File: src/rtl/mbc_pkg.sv
package mbc_pkg;

   typedef enum logic [2:0] {
      K_FETCH = 3'd0,
      K_MRD   = 3'd1,
      K_MWR   = 3'd2,
      K_IORD  = 3'd3,
      K_IOWR  = 3'd4
   } kind_e;

   typedef enum logic [2:0] {
      S_RST, S_IDLE, S_T1, S_T2, S_T3, S_T4, S_HOLD, S_HALT
   } st_e;

   localparam logic [1:0] STAT_HALT  = 2'b00;
   localparam logic [1:0] STAT_WRITE = 2'b01;
   localparam logic [1:0] STAT_READ  = 2'b10;
   localparam logic [1:0] STAT_FETCH = 2'b11;

endpackage

File: src/rtl/mbc_req_latch.sv
module mbc_req_latch
   import mbc_pkg::*;
#(
   parameter int ADDR_W = 16,
   parameter int DATA_W = 8
) (
   input  logic              clk,
   input  logic              rst_n,
   input  logic              accept,
   input  logic              enter_halt,
   input  logic [2:0]        req_kind,
   input  logic [ADDR_W-1:0] req_addr,
   input  logic [DATA_W-1:0] req_wdata,
   output logic [ADDR_W-1:0] addr_q,
   output logic [DATA_W-1:0] wdata_q,
   output logic              is_io,
   output logic              is_wr,
   output logic              is_fetch,
   output logic [1:0]        stat_q
);
   logic [2:0] kind_q;
   logic       k_io, k_wr, k_fetch;

   always_comb begin
      k_io    = (req_kind == K_IORD) || (req_kind == K_IOWR);
      k_wr    = (req_kind == K_MWR)  || (req_kind == K_IOWR);
      k_fetch = (req_kind == K_FETCH);
   end

   always_ff @(posedge clk or negedge rst_n) begin
      if (!rst_n) begin
         kind_q  <= K_MRD;
         addr_q  <= '0;
         wdata_q <= '0;
         stat_q  <= STAT_HALT;
      end else if (accept) begin
         kind_q  <= req_kind;
         addr_q  <= req_addr;
         wdata_q <= req_wdata;
         stat_q  <= k_fetch ? STAT_FETCH : (k_wr ? STAT_WRITE : STAT_READ);
      end else if (enter_halt) begin
         stat_q  <= STAT_HALT;
      end
   end

   always_comb begin
      is_io    = (kind_q == K_IORD) || (kind_q == K_IOWR);
      is_wr    = (kind_q == K_MWR)  || (kind_q == K_IOWR);
      is_fetch = (kind_q == K_FETCH);
   end
endmodule

File: src/rtl/mbc_seq.sv
module mbc_seq
   import mbc_pkg::*;
#(
   parameter int FETCH_CLKS = 4
) (
   input  logic clk,
   input  logic rst_n,
   input  logic req_valid,
   input  logic hold_in,
   input  logic halt_in,
   input  logic is_fetch,
   output st_e  state,
   output logic req_ready,
   output logic accept,
   output logic enter_halt,
   output logic done_q
);
   localparam bit T4_EN = (FETCH_CLKS == 4);

   st_e  nxt;
   logic last;

   always_comb begin
      req_ready  = (state == S_IDLE) && !hold_in && !halt_in;
      accept     = req_ready && req_valid;
      last       = ((state == S_T3) && !(T4_EN && is_fetch)) || (state == S_T4);
      nxt        = state;
      unique case (state)
         S_RST:  nxt = S_IDLE;
         S_IDLE: begin
            if (hold_in)        nxt = S_HOLD;
            else if (halt_in)   nxt = S_HALT;
            else if (req_valid) nxt = S_T1;
         end
         S_T1:   nxt = S_T2;
         S_T2:   nxt = S_T3;
         S_T3:   nxt = last ? S_IDLE : S_T4;
         S_T4:   nxt = S_IDLE;
         S_HOLD: if (!hold_in) nxt = S_IDLE;
         S_HALT: begin
            if (hold_in)       nxt = S_HOLD;
            else if (!halt_in) nxt = S_IDLE;
         end
         default: nxt = S_IDLE;
      endcase
      enter_halt = (nxt == S_HALT) && (state != S_HALT);
   end

   always_ff @(posedge clk or negedge rst_n) begin
      if (!rst_n) begin
         state  <= S_RST;
         done_q <= 1'b0;
      end else begin
         state  <= nxt;
         done_q <= last;
      end
   end
endmodule

File: src/rtl/mbc_pins.sv
module mbc_pins
   import mbc_pkg::*;
#(
   parameter int ADDR_W    = 16,
   parameter int DATA_W    = 8,
   parameter bit IO_MIRROR = 1'b1
) (
   input  logic              clk,
   input  logic              rst_n,
   input  st_e               state,
   input  logic [ADDR_W-1:0] addr_q,
   input  logic [DATA_W-1:0] wdata_q,
   input  logic              is_io,
   input  logic              is_wr,
   input  logic [DATA_W-1:0] ad_in,
   output logic [DATA_W-1:0] ahi_out,
   output logic              ahi_oe,
   output logic [DATA_W-1:0] ad_out,
   output logic              ad_oe,
   output logic              ale,
   output logic              iom,
   output logic              rd_n,
   output logic              wr_n,
   output logic              ctl_oe,
   output logic              hold_ack,
   output logic [DATA_W-1:0] rsp_rdata
);
   logic active, strobe, owned;

   generate
      if (IO_MIRROR) begin : g_mirror
         assign ahi_out = is_io ? addr_q[DATA_W-1:0] : addr_q[ADDR_W-1:DATA_W];
      end else begin : g_plain
         assign ahi_out = addr_q[ADDR_W-1:DATA_W];
      end
   endgenerate

   always_comb begin
      active   = (state == S_T1) || (state == S_T2) || (state == S_T3) || (state == S_T4);
      strobe   = (state == S_T2) || (state == S_T3);
      owned    = active || (state == S_IDLE);
      ahi_oe   = owned;
      ctl_oe   = owned;
      ale      = (state == S_T1);
      ad_oe    = (state == S_T1) || (strobe && is_wr);
      ad_out   = (state == S_T1) ? addr_q[DATA_W-1:0] : wdata_q;
      rd_n     = !(strobe && !is_wr);
      wr_n     = !(strobe && is_wr);
      iom      = is_io;
      hold_ack = (state == S_HOLD);
   end

   always_ff @(posedge clk or negedge rst_n) begin
      if (!rst_n)                         rsp_rdata <= '0;
      else if (state == S_T3 && !is_wr)   rsp_rdata <= ad_in;
   end
endmodule

File: src/rtl/muxbus_cycle_ctrl.sv
module muxbus_cycle_ctrl
   import mbc_pkg::*;
#(
   parameter int ADDR_W     = 16,
   parameter int DATA_W     = 8,
   parameter int FETCH_CLKS = 4,
   parameter bit IO_MIRROR  = 1'b1
) (
   input  logic              clk,
   input  logic              rst_n,
   input  logic              req_valid,
   input  logic [2:0]        req_kind,
   input  logic [ADDR_W-1:0] req_addr,
   input  logic [DATA_W-1:0] req_wdata,
   output logic              req_ready,
   output logic              rsp_done,
   output logic [DATA_W-1:0] rsp_rdata,
   input  logic              hold_in,
   output logic              hold_ack,
   input  logic              halt_in,
   output logic [DATA_W-1:0] ahi_out,
   output logic              ahi_oe,
   output logic [DATA_W-1:0] ad_out,
   output logic              ad_oe,
   input  logic [DATA_W-1:0] ad_in,
   output logic              ale,
   output logic [1:0]        stat,
   output logic              iom,
   output logic              rd_n,
   output logic              wr_n,
   output logic              ctl_oe
);
   generate
      if (ADDR_W != 2 * DATA_W) begin : g_bad_width
         $fatal(1, "address must be two data bytes wide");
      end
      if (FETCH_CLKS != 3 && FETCH_CLKS != 4) begin : g_bad_fetch
         $fatal(1, "fetch length must be 3 or 4 clocks");
      end
   endgenerate

   st_e               state;
   logic              accept, enter_halt;
   logic [ADDR_W-1:0] addr_q;
   logic [DATA_W-1:0] wdata_q;
   logic              is_io, is_wr, is_fetch;

   mbc_seq #(.FETCH_CLKS(FETCH_CLKS)) u_seq (
      .clk(clk), .rst_n(rst_n), .req_valid(req_valid), .hold_in(hold_in),
      .halt_in(halt_in), .is_fetch(is_fetch), .state(state),
      .req_ready(req_ready), .accept(accept), .enter_halt(enter_halt),
      .done_q(rsp_done)
   );

   mbc_req_latch #(.ADDR_W(ADDR_W), .DATA_W(DATA_W)) u_latch (
      .clk(clk), .rst_n(rst_n), .accept(accept), .enter_halt(enter_halt),
      .req_kind(req_kind), .req_addr(req_addr), .req_wdata(req_wdata),
      .addr_q(addr_q), .wdata_q(wdata_q), .is_io(is_io), .is_wr(is_wr),
      .is_fetch(is_fetch), .stat_q(stat)
   );

   mbc_pins #(.ADDR_W(ADDR_W), .DATA_W(DATA_W), .IO_MIRROR(IO_MIRROR)) u_pins (
      .clk(clk), .rst_n(rst_n), .state(state), .addr_q(addr_q),
      .wdata_q(wdata_q), .is_io(is_io), .is_wr(is_wr), .ad_in(ad_in),
      .ahi_out(ahi_out), .ahi_oe(ahi_oe), .ad_out(ad_out), .ad_oe(ad_oe),
      .ale(ale), .iom(iom), .rd_n(rd_n), .wr_n(wr_n), .ctl_oe(ctl_oe),
      .hold_ack(hold_ack), .rsp_rdata(rsp_rdata)
   );
endmodule

File: config.mk
export PLATFORM = sky130hd
export DESIGN_NAME = muxbus_cycle_ctrl
export DESIGN_NICKNAME = d
export VERILOG_FILES = /design/src/rtl/mbc_pkg.sv /design/src/rtl/mbc_req_latch.sv /design/src/rtl/mbc_seq.sv /design/src/rtl/mbc_pins.sv /design/src/rtl/muxbus_cycle_ctrl.sv
export SDC_FILE = /design/constraint.sdc
export NUM_CORES = 1
export LEC_CHECK = 0
export BUFFER_PORTS_ARGS = -buffer_cell sky130_fd_sc_hd__clkbuf_2
export CAP_MARGIN = 40
export CORE_ASPECT_RATIO = 0.75
export CORE_UTILIZATION = 44
export DETAILED_ROUTE_END_ITERATION = 16
export HOLD_SLACK_MARGIN = 0.1
export PLACE_DENSITY = 0.73
export SETUP_SLACK_MARGIN = 0.1
export SLEW_MARGIN = 20
export SYNTH_ARGS = -nofsm -noshare
export SYNTH_HDL_FRONTEND = slang
export SYNTH_SLANG_ARGS = --single-unit
export TNS_END_PERCENT = 100
File: constraint.sdc
create_clock -name clk -period 1.77 [get_ports clk]
set_input_delay 0.177 -clock clk [delete_from_list [all_inputs] [get_ports clk]]
set_output_delay 0.177 -clock clk [all_outputs]
set_load 0.01 [all_outputs]
==> metrics.txt <==
initial antenna violation count 0; Post-Synthesis Cell Area 2040 um2; Final Hold Fails 0; Switching Fraction a little over a third; final core area utilization 69.5%; top cell type's share of synthesized area about 49%; Buf+Inv Stages, Crit Path 1; Final Wtd Congestion 0.794; Port Buffer Count between 70 and 80; Power Density 1870 nW/um2; MaxCap Viol Count 0; Comb power frac 58.6%; share of layout cells above drive strength 1 70.3%; Bufs on Longest Clock Path 2; Clock Latency Late Sink 290 ps; Total Power 5.79 mW; peak supply drop about 1.0 mV; Final Critical Period 1980 ps; fraction of the cycle the final worst path needs 112%; Synth-to-Final Area Change 52.3%; Mapped Cells 148; Final setup violation count 10; Final ANT Viol Nets 0; post-synthesis sequential area ratio between 50% and 60%; Post-synth EDFFs 0; Max stage delay on crit path around 450 ps; CP required roughly 1600 ps; worst path arrival time 1800 ps; TritonCTS Buffers 5; Int Power ~3.7 mW; async set-reset flop share out of synthesis 100%; clock share of power 10.8%; vias after detailed routing 1594; WL/cell 16.2 um; all-layer global routing usage 20.0%; crit path cell chain or3b_4 > o21ai_4 > mux2_4 > clkbuf_2; failing checks negative setup slack; First DRT Iteration DRCs 45; post-synth cell types 32; Die Wd 80.6 um; DRT Pass-1 Iters 4; final wirelength 5.07 mm; global-route wire length before repair 7.13 mm; HPWL Detailed 2.91 mm; CTS root buffer clkbuf_8; H-tree Lvls 2; Rows 21; measured slew at the worst slew-check pin 515 ps; slowest CP cell or3b_4; RSZ-0062 raised after global routing yes; CTS tree done; vias in the first global route 1463; Relative slew margins 65.6%; core area 4470 um2; Yosys top cell by area dfrtp_1; largest net degree at the start of global routing between 40 and 50; register share of total power a little under a third; Die ar. 4910 um2; n_diodes 0; crit end category output port; Vias/cell 5.09; remaining global-route overflow 0; final net count 295; synth cell count leaders 40 x dfrtp_1, 32 x mux2_2, 19 x mux2_4, 5 x nor2_1, 5 x o21ai_0; HP Class input port to register; leading post-synthesis cells by cell area dfrtp_1 49%, mux2_2 18%, mux2_4 14%; DRC Markers 0; CP top delay family simple AND/OR/NAND/NOR gates; starting density of the core between 40% and 50%; P_sw 2.06 mW; Critical Path Fanout Max 5; fmax 505 MHz; yosys warns 0; Final Slew Violations 0; I/O pins 76; skew final 6.32 ps; syn nets 188; Synth Flop Type dfrtp_1; crit path kind register to output port; Mean Syn Cell Area 13.8 um2; outcome finished with violations; crit start category register; top-count cell post-synth dfrtp_1; Clock Sink Count just over 40; DIE HEIGHT 60.9 um; Setup WS post-layout -212 ps; Yosys reg bits 41; Clock Pin Slew Worst Setup and Hold Paths approximately 90 ps; leak pwr 1.62 nW
[flip-flops by register name, indices dropped and copies added (netlist names)]
name	count
u_latch.addr_q	16
u_latch.wdata_q	8
u_pins.rsp_rdata	8
u_latch.kind_q	3
u_seq.state	3
u_latch.stat_q	2
u_seq.done_q	1
[through the flow]
step	area, um2	worst slack, ps	cells	hold slack (ps)	setup TNS, ps
after floorplan	2040	118	148	-119	0
after global placement	2500	58.9	280	273	0
after detailed placement	2500	29.4	280	273	0
after CTS	2820	-183	302	100	-1590
after global routing	3100	-263	313	99.9	-2910
final	3100	-212	313	106	-1590
[worst paths after layout]
path / endpoint / cells after the start / from / slack, ps
setup / recovery: ahi_out[1] / 4 / u_latch.kind_q[1] / -210
min in group asynchronous: u_pins.rsp_rdata[2] / 3 / rst_n / 470
hold reg to reg: u_pins.rsp_rdata[3] / 1 / u_pins.rsp_rdata[3] / 510
hold / removal: u_latch.addr_q[12] / 2 / req_addr[12] / 110
max in group asynchronous: u_latch.kind_q[2] / 3 / rst_n / 910
setup reg to reg: u_latch.addr_q[0] / 6 / u_seq.state[1] / 0
[per-layer routing]
| metal | GRT usage, % | vias to the layer above | part of all wire, % |
|---|---|---|---|
| met3 | 6.62 | 3 | 6.1 |
| li1 | - | 750 | - |
| met2 | 30.6 | 53 | 47 |
| met5 | 0 | - | 0 |
| met1 | 27.3 | 788 | 46 |
| met4 | 5.61 | 0 | 0.45 |
[logic make-up (layout without fill, tap and decap cells)]
group / count (synthesis) / in the layout / synth area share (%)
mux: 51 / 51 / 31.7
flops: 41 / 41 / 50.4
simple gates: 26 / 26 / 8.17
compound gates: 19 / 20 / 6.08
buf+inv: 9 / 116 / 2.82
xor+xnor: 2 / 2 / 0.860
[cell type report]
class	count	area (um2)
Fill cell	339	1360
Multi-Input combinational cell	99	1130
Sequential cell	41	1030
Timing Repair Buffer	106	769
Tap cell	57	71.3
Clock buffer	5	68.8
Clock inverter	3	22.5
Inverter	2	7.51
[power by group through the flow]
stage	Sequential, mW	Clock (mW)	Combinational [mW]
6_report	1.77	0.624	3.39
5_1_grt	1.84	0.691	3.62
2_1_floorplan	1.70	0	1.54
3_3_place_gp	1.75	0	2.22
3_5_place_dp	1.75	0	2.27
4_1_cts	1.73	0.647	2.82
[cell usage in the layout (no fill, tap or decap), types with 2 or more instances in the layout]
master,count
a21oi_1,4
buf_2,3
buf_4,11
buf_6,21
clkbuf_16,2
clkbuf_2,63
clkbuf_8,5
clkinv_4,2
dfrtp_1,36
dfrtp_2,4
dlygate4sd3_1,5
inv_1,2
mux2_2,10
mux2_4,41
nand2_1,2
nand2b_1,2
nand3_1,2
nor2_1,4
nor2b_1,2
nor3_1,3
o21ai_0,4
o21ai_4,3
o31ai_1,3
[repair_timing]
action                                  in CTS  in global routing
resized for setup                           33                 45
endpoints found under the setup margin      22                 56
endpoints found under the hold margin       40                  4
buffers inserted                            12                  5
pin swaps                                    5                  9
gates cloned                                 1                  3
hold buffers                                 1                  4
[worst reg2reg max path: stages (launching register included)]
cell and delay, ps:
dfrtp_2 480, buf_6 150, buf_6 110, nor4b_4 290
nand2_4 140, clkbuf_16 200, mux2_4 300
No activity file was read; power rests on OpenSTA's default activity.
